`config.mk`:
```
export PLATFORM = sky130hd
export DESIGN_NAME = lfsr_counter
export DESIGN_NICKNAME = d
export VERILOG_FILES = /design/src/rtl/lfsr_pkg.sv /design/src/rtl/lfsr_feedback.sv /design/src/rtl/lfsr_shift_reg.sv /design/src/rtl/lfsr_counter.sv
export SDC_FILE = /design/constraint.sdc
export NUM_CORES = 1
export LEC_CHECK = 0
export CORE_AREA = 2 2 39 41
export DETAILED_ROUTE_END_ITERATION = 12
export DIE_AREA = 0 0 41 43
export PLACE_DENSITY = 0.47
export SETUP_SLACK_MARGIN = 0.4
export SYNTH_ARGS = -nofsm -noshare
export SYNTH_HDL_FRONTEND = slang
export SYNTH_HIERARCHICAL = 1
export SYNTH_SLANG_ARGS = --single-unit
```
`constraint.sdc`:
```
create_clock -name clk -period 3.4 [get_ports clk]
set_input_delay 0.68 -clock clk [delete_from_list [all_inputs] [get_ports clk]]
set_output_delay 0.68 -clock clk [all_outputs]
set_load 0.02 [all_outputs]
```
`src/rtl/lfsr_pkg.sv`:
```
package lfsr_pkg;

  localparam int MAX_W = 16;

  // Feedback tap positions for each supported width (bit i set = stage i taps).
  function automatic logic [MAX_W-1:0] tap_mask(input int w);
    logic [MAX_W-1:0] m;
    case (w)
      2:       m = 16'h0003;
      3:       m = 16'h0006;
      4:       m = 16'h000C;
      5:       m = 16'h0014;
      7:       m = 16'h0048;
      12:      m = 16'h0829;
      16:      m = 16'hD008;
      default: m = MAX_W'(1) << (w - 1);
    endcase
    return m;
  endfunction

  // Linear period length in normal mode.
  function automatic longint period_normal(input int w);
    return (longint'(1) << w) - 1;
  endfunction

endpackage

```
`src/rtl/lfsr_feedback.sv`:
```
module lfsr_feedback #(
  parameter int WIDTH = 4
) (
  input  logic [WIDTH-1:0] cur,
  input  logic             full_period,
  output logic             lin_bit,
  output logic             zero_tail,
  output logic             fb_bit
);
  localparam logic [lfsr_pkg::MAX_W-1:0] TAPS_ALL = lfsr_pkg::tap_mask(WIDTH);
  localparam logic [WIDTH-1:0]           TAPS     = TAPS_ALL[WIDTH-1:0];

  logic [WIDTH-1:0] tapped;

  for (genvar i = 0; i < WIDTH; i++) begin : g_tap
    if (TAPS[i]) begin : g_on
      assign tapped[i] = cur[i];
    end else begin : g_off
      assign tapped[i] = 1'b0;
    end
  end

  assign lin_bit   = ^tapped;
  assign zero_tail = ~|cur[WIDTH-2:0];
  assign fb_bit    = lin_bit ^ (full_period & zero_tail);
endmodule

```
`src/rtl/lfsr_shift_reg.sv`:
```
module lfsr_shift_reg #(
  parameter int               WIDTH      = 4,
  parameter logic [WIDTH-1:0] RESET_SEED = '1
) (
  input  logic             clk,
  input  logic             rst,
  input  logic             load,
  input  logic [WIDTH-1:0] seed,
  input  logic             step,
  input  logic             fb_in,
  output logic [WIDTH-1:0] q
);
  logic [WIDTH-1:0] shifted;

  assign shifted = {q[WIDTH-2:0], fb_in};

  always_ff @(posedge clk) begin
    if (rst)       q <= RESET_SEED;
    else if (load) q <= seed;
    else if (step) q <= shifted;
  end
endmodule

```
`src/rtl/lfsr_counter.sv`:
```
module lfsr_counter #(
  parameter int               WIDTH      = 4,
  parameter logic [WIDTH-1:0] RESET_SEED = '1
) (
  input  logic             clk,
  input  logic             rst,
  input  logic             enable,
  input  logic             full_period,
  input  logic             load,
  input  logic [WIDTH-1:0] seed,
  output logic [WIDTH-1:0] state,
  output logic             serial_out
);
  logic do_step;
  logic lin_bit;
  logic zero_tail;
  logic fb_bit;

  assign do_step = enable & ~load;

  lfsr_feedback #(.WIDTH(WIDTH)) u_fb (
    .cur         (state),
    .full_period (full_period),
    .lin_bit     (lin_bit),
    .zero_tail   (zero_tail),
    .fb_bit      (fb_bit)
  );

  lfsr_shift_reg #(.WIDTH(WIDTH), .RESET_SEED(RESET_SEED)) u_sr (
    .clk   (clk),
    .rst   (rst),
    .load  (load),
    .seed  (seed),
    .step  (do_step),
    .fb_in (fb_bit),
    .q     (state)
  );

  assign serial_out = state[WIDTH-1];
endmodule

```
# After elaboration in Yosys (flattened, before gate mapping)

Cells that the tools add are included.

Word-level logic and storage cells: 11
Bits in registers: 4
Output and inout port bits: 5

Reductions and logical operators: 4
Multiplexer cells: 2
Bitwise logic cells: 4

Operators with widths:

| operator           | count |
|---|---|
| 2-to-1 mux 4 bit   | 2 |
| parity 4 bit       | 1 |
| OR reduction 3 bit | 1 |
| bitwise AND 1 bit  | 2 |
| nonzero test 2 bit | 1 |
| logical NOT 1 bit  | 1 |
| inverter 1 bit     | 1 |
| XOR 1 bit          | 1 |

# Depth between registers and ports, before layout

Word-level depth: 6
Mapped depth: 4
Mapped depth without buffers: 4

# Hierarchy

Netlist, hierarchy kept.

Modules (own cells, without submodules):

| module         | area each (um^2) | cells each | instances |
|---|---|---|---|
| lfsr_shift_reg | 178.9            | 18         | 1 |
| lfsr_feedback  | 57.6             | 7          | 1 |
| lfsr_counter   | 21.3             | 2          | 1 |

# Worst setup path after synthesis

No wires, ideal clock.

Path kind: input to register
Start: input port full_period
End: register u_sr.q[0]
Data arrival time: 1.387 ns
Path slack: 1.943 ns
Buffers on the path: 0
Stages: 4
Cells stage by stage: or3b_1 -> a211oi_2 -> mux2i_1 -> a21oi_1

Cells in the longest elaborated chain, start to end: 4

RTL lines:

| what                 | RTL line             | RTL |
|---|---|---|
| from (decl)          | lfsr_counter.sv:8    | `input logic full_period,` |
| bitwise AND 1 bit    | lfsr_feedback.sv:25  | `assign fb_bit = lin_bit ^ (full_period & zero_tail);` |
| XOR 1 bit            | lfsr_feedback.sv:25  |  |
| via fb_bit           | lfsr_counter.sv:17   | `logic fb_bit;` |
| 2-to-1 mux 4 bit     | lfsr_shift_reg.sv:20 | `else if (step) q <= shifted;` |
| 2-to-1 mux 4 bit     | lfsr_shift_reg.sv:19 | `else if (load) q <= seed;` |
| to (signal assigned) | lfsr_shift_reg.sv:20 |  |
| to (decl)            | lfsr_shift_reg.sv:11 | `output logic [WIDTH-1:0] q` |

The timed path passes the listed nets, and every way through them passes these cells. The select of a mux whose other input is x is not followed.
A chain may end at the register's enable or synchronous reset.

# Worst setup path in the final report

Start: register u_sr.q[3]
End: output port state[3]

RTL lines:

| what      | RTL line           | RTL |
|---|---|---|
| to (decl) | lfsr_counter.sv:11 | `output logic [WIDTH-1:0] state,` |

No word-level cell between the ends.

==> summary.md <==
| Metric | Value |
|---|---|
| Status | `finished, final reports clean` |
| Final GP Congestion | `0.702` |
| Starting Density | `17.6%` |
| First-pass GRT wire length | `821 microns` |
| Placeable Area | `0.00138 sq mm` |
| Clock Skews | `3.20 ps` |
| Startpoint Class | `flop` |
| Synthesis-to-layout area growth | `65.6%` |
| Die Wd | `41 microns` |
| Clock Tree Root | `clkbuf_4` |
| CP max stage delay | `630 ps` |
| Pwr dens | `approximately 370 mW/mm^2` |
| Min-delay worst type | `flop to flop` |
| Crit-path leading delay family | `buffers and inverters` |
| Max-slew headroom | `between 80% and 90%` |
| I/O Buffers | `13` |
| # H-tree levels | `1` |
| Num ports | `14` |
| Gr usage total | `7.83%` |
| Share of cells above drive strength 1 | `15.4%` |
| Worst endpoint required time | `around 2700 ps` |
| N_diodes | `0` |
| CTS resizes | `0` |
| TritonCTS clock tree | `yes` |
| Vias per inst | `4.18` |
| Clock latency on the worst-skew pair | `230 ps` |
| Final instance area | `~400 sq um` |
| Max-cap violations | `0` |
| Post-Syn Nets | `34` |
| VDD IR max | `91.3 uV` |
| Die Area | `approximately 0.0018 sq mm` |
| Synthesized instance count | `25` |
| Top Registers | `u_sr/q (4)` |
| Total global routing overflow | `0` |
| Tcrit/Tclk final | `56.9%` |
| Vias in the first global route | `224` |
| Util after Layout | `29.2%` |
| Crit Path Max Fanout | `6` |
| Pin count of the biggest net entering global routing | `7` |
| Row count | `14` |
| Buf/Inv on CP | `1` |
| Initial antenna violation count | `0` |
| Endpoints failing setup | `0` |
| Final WL | `526 microns` |
| TritonCTS buffer count | `3` |
| Post-DP Area | `approximately 380 sq um` |
| Drt first-iter violations | `1` |
| Slew Limit Fails | `0` |
| Post-Synthesis Cell Area | `244 sq um` |
| Fin. Hold Viols | `0` |
| Worst-Margin Slew | `approximately 240 ps` |
| WP data arrival | `around 1300 ps` |
| Die height | `43 microns` |
| CP max-delay cell | `clkdlybuf4s50_1` |
| Crit Path Category | `flop to output pin` |
| Fmax | `517 MHz` |
| Top reg by flops | `u_sr/q` |
| CTS max path bufs | `2` |
| Clk sinks | `4` |
| Clock-pin slew on the worst setup and hold paths | `~40 ps` |
| Critical path cell sequence | `clkdlybuf4s50_1` |
| Total Nets Final | `50` |
| Drt wl/cell | `~9.6 microns` |
| Fin Setup TNS | `0 ps` |
| Post-route DRC violation count | `0` |
| Post-cts hold buffer count | `0` |
| Vias post-DR | `between 200 and 250` |
| Mean Syn Cell Area | `9.76 sq um` |
| Initial DRT Pass Iterations | `2` |
| Final ANT Viol Nets | `0` |
| # Post-CTS Setup Buffers | `0` |
| Critical Path End Type | `output pin` |
| Max reg flops | `4` |
| RSZ-0062 raised after global routing | `no` |
| Final Critical Period | `approximately 1900 ps` |
| Lkg Pwr | `0.145 nW` |
| Yosys warnings | `6` |
==> placed cells by master, fill, tap and decap left out, drive strengths merged <==
cell type	instances
clkdlybuf4s50	13
a211oi	1
mux2i	4
a21oi	4
and2	1
or3b	1
and4bb	1
nor2	2
nor3b	4
clkbuf	3
dfxtp	4
nor2b	1
==> where the power goes <==
part           internal, mW  switching (mW)  total (mW)
sequential           0.0505         0.00364      0.0541
combinational        0.0220          0.0139      0.0359
clock                0.0395          0.0190      0.0585
==> per-stage QoR <==
stage	hold slack [ps]	worst slack [ps]	total power, mW	cells
CTS	590	1440	0.153	55
global route	639	1390	0.157	55
global placement	564	1440	0.0908	52
detailed placement	586	1430	0.0913	52
floorplan	637	1940	0.0723	25
finish	583	1460	0.148	55
==> metal layers <==
layer	up-vias	wire length [microns]	track usage (%)
met5	-	0	0
met4	0	0	12.0
met3	0	46	3.14
met2	11	257	9.38
li1	120	-	-
met1	99	222	7.72
==> cell type report <==
cell class	count	area, sq um
Fill cell	152	980
Timing Repair Buffer	13	130
Tap cell	16	20.0
Sequential cell	4	80.1
Clock buffer	3	22.5
Multi-Input combinational cell	19	151
==> worst paths after layout <==
check        startpoint        end  slack [ps]  cells after the start
max           u_sr/q[3]   state[3]        1460                      1
min           u_sr/q[1]  u_sr/q[1]         580                      2
max reg2reg   u_sr/q[1]  u_sr/q[0]        2220                      4
min reg2reg   u_sr/q[1]  u_sr/q[1]         580                      2
No activity file was read; power rests on OpenSTA's default activity.
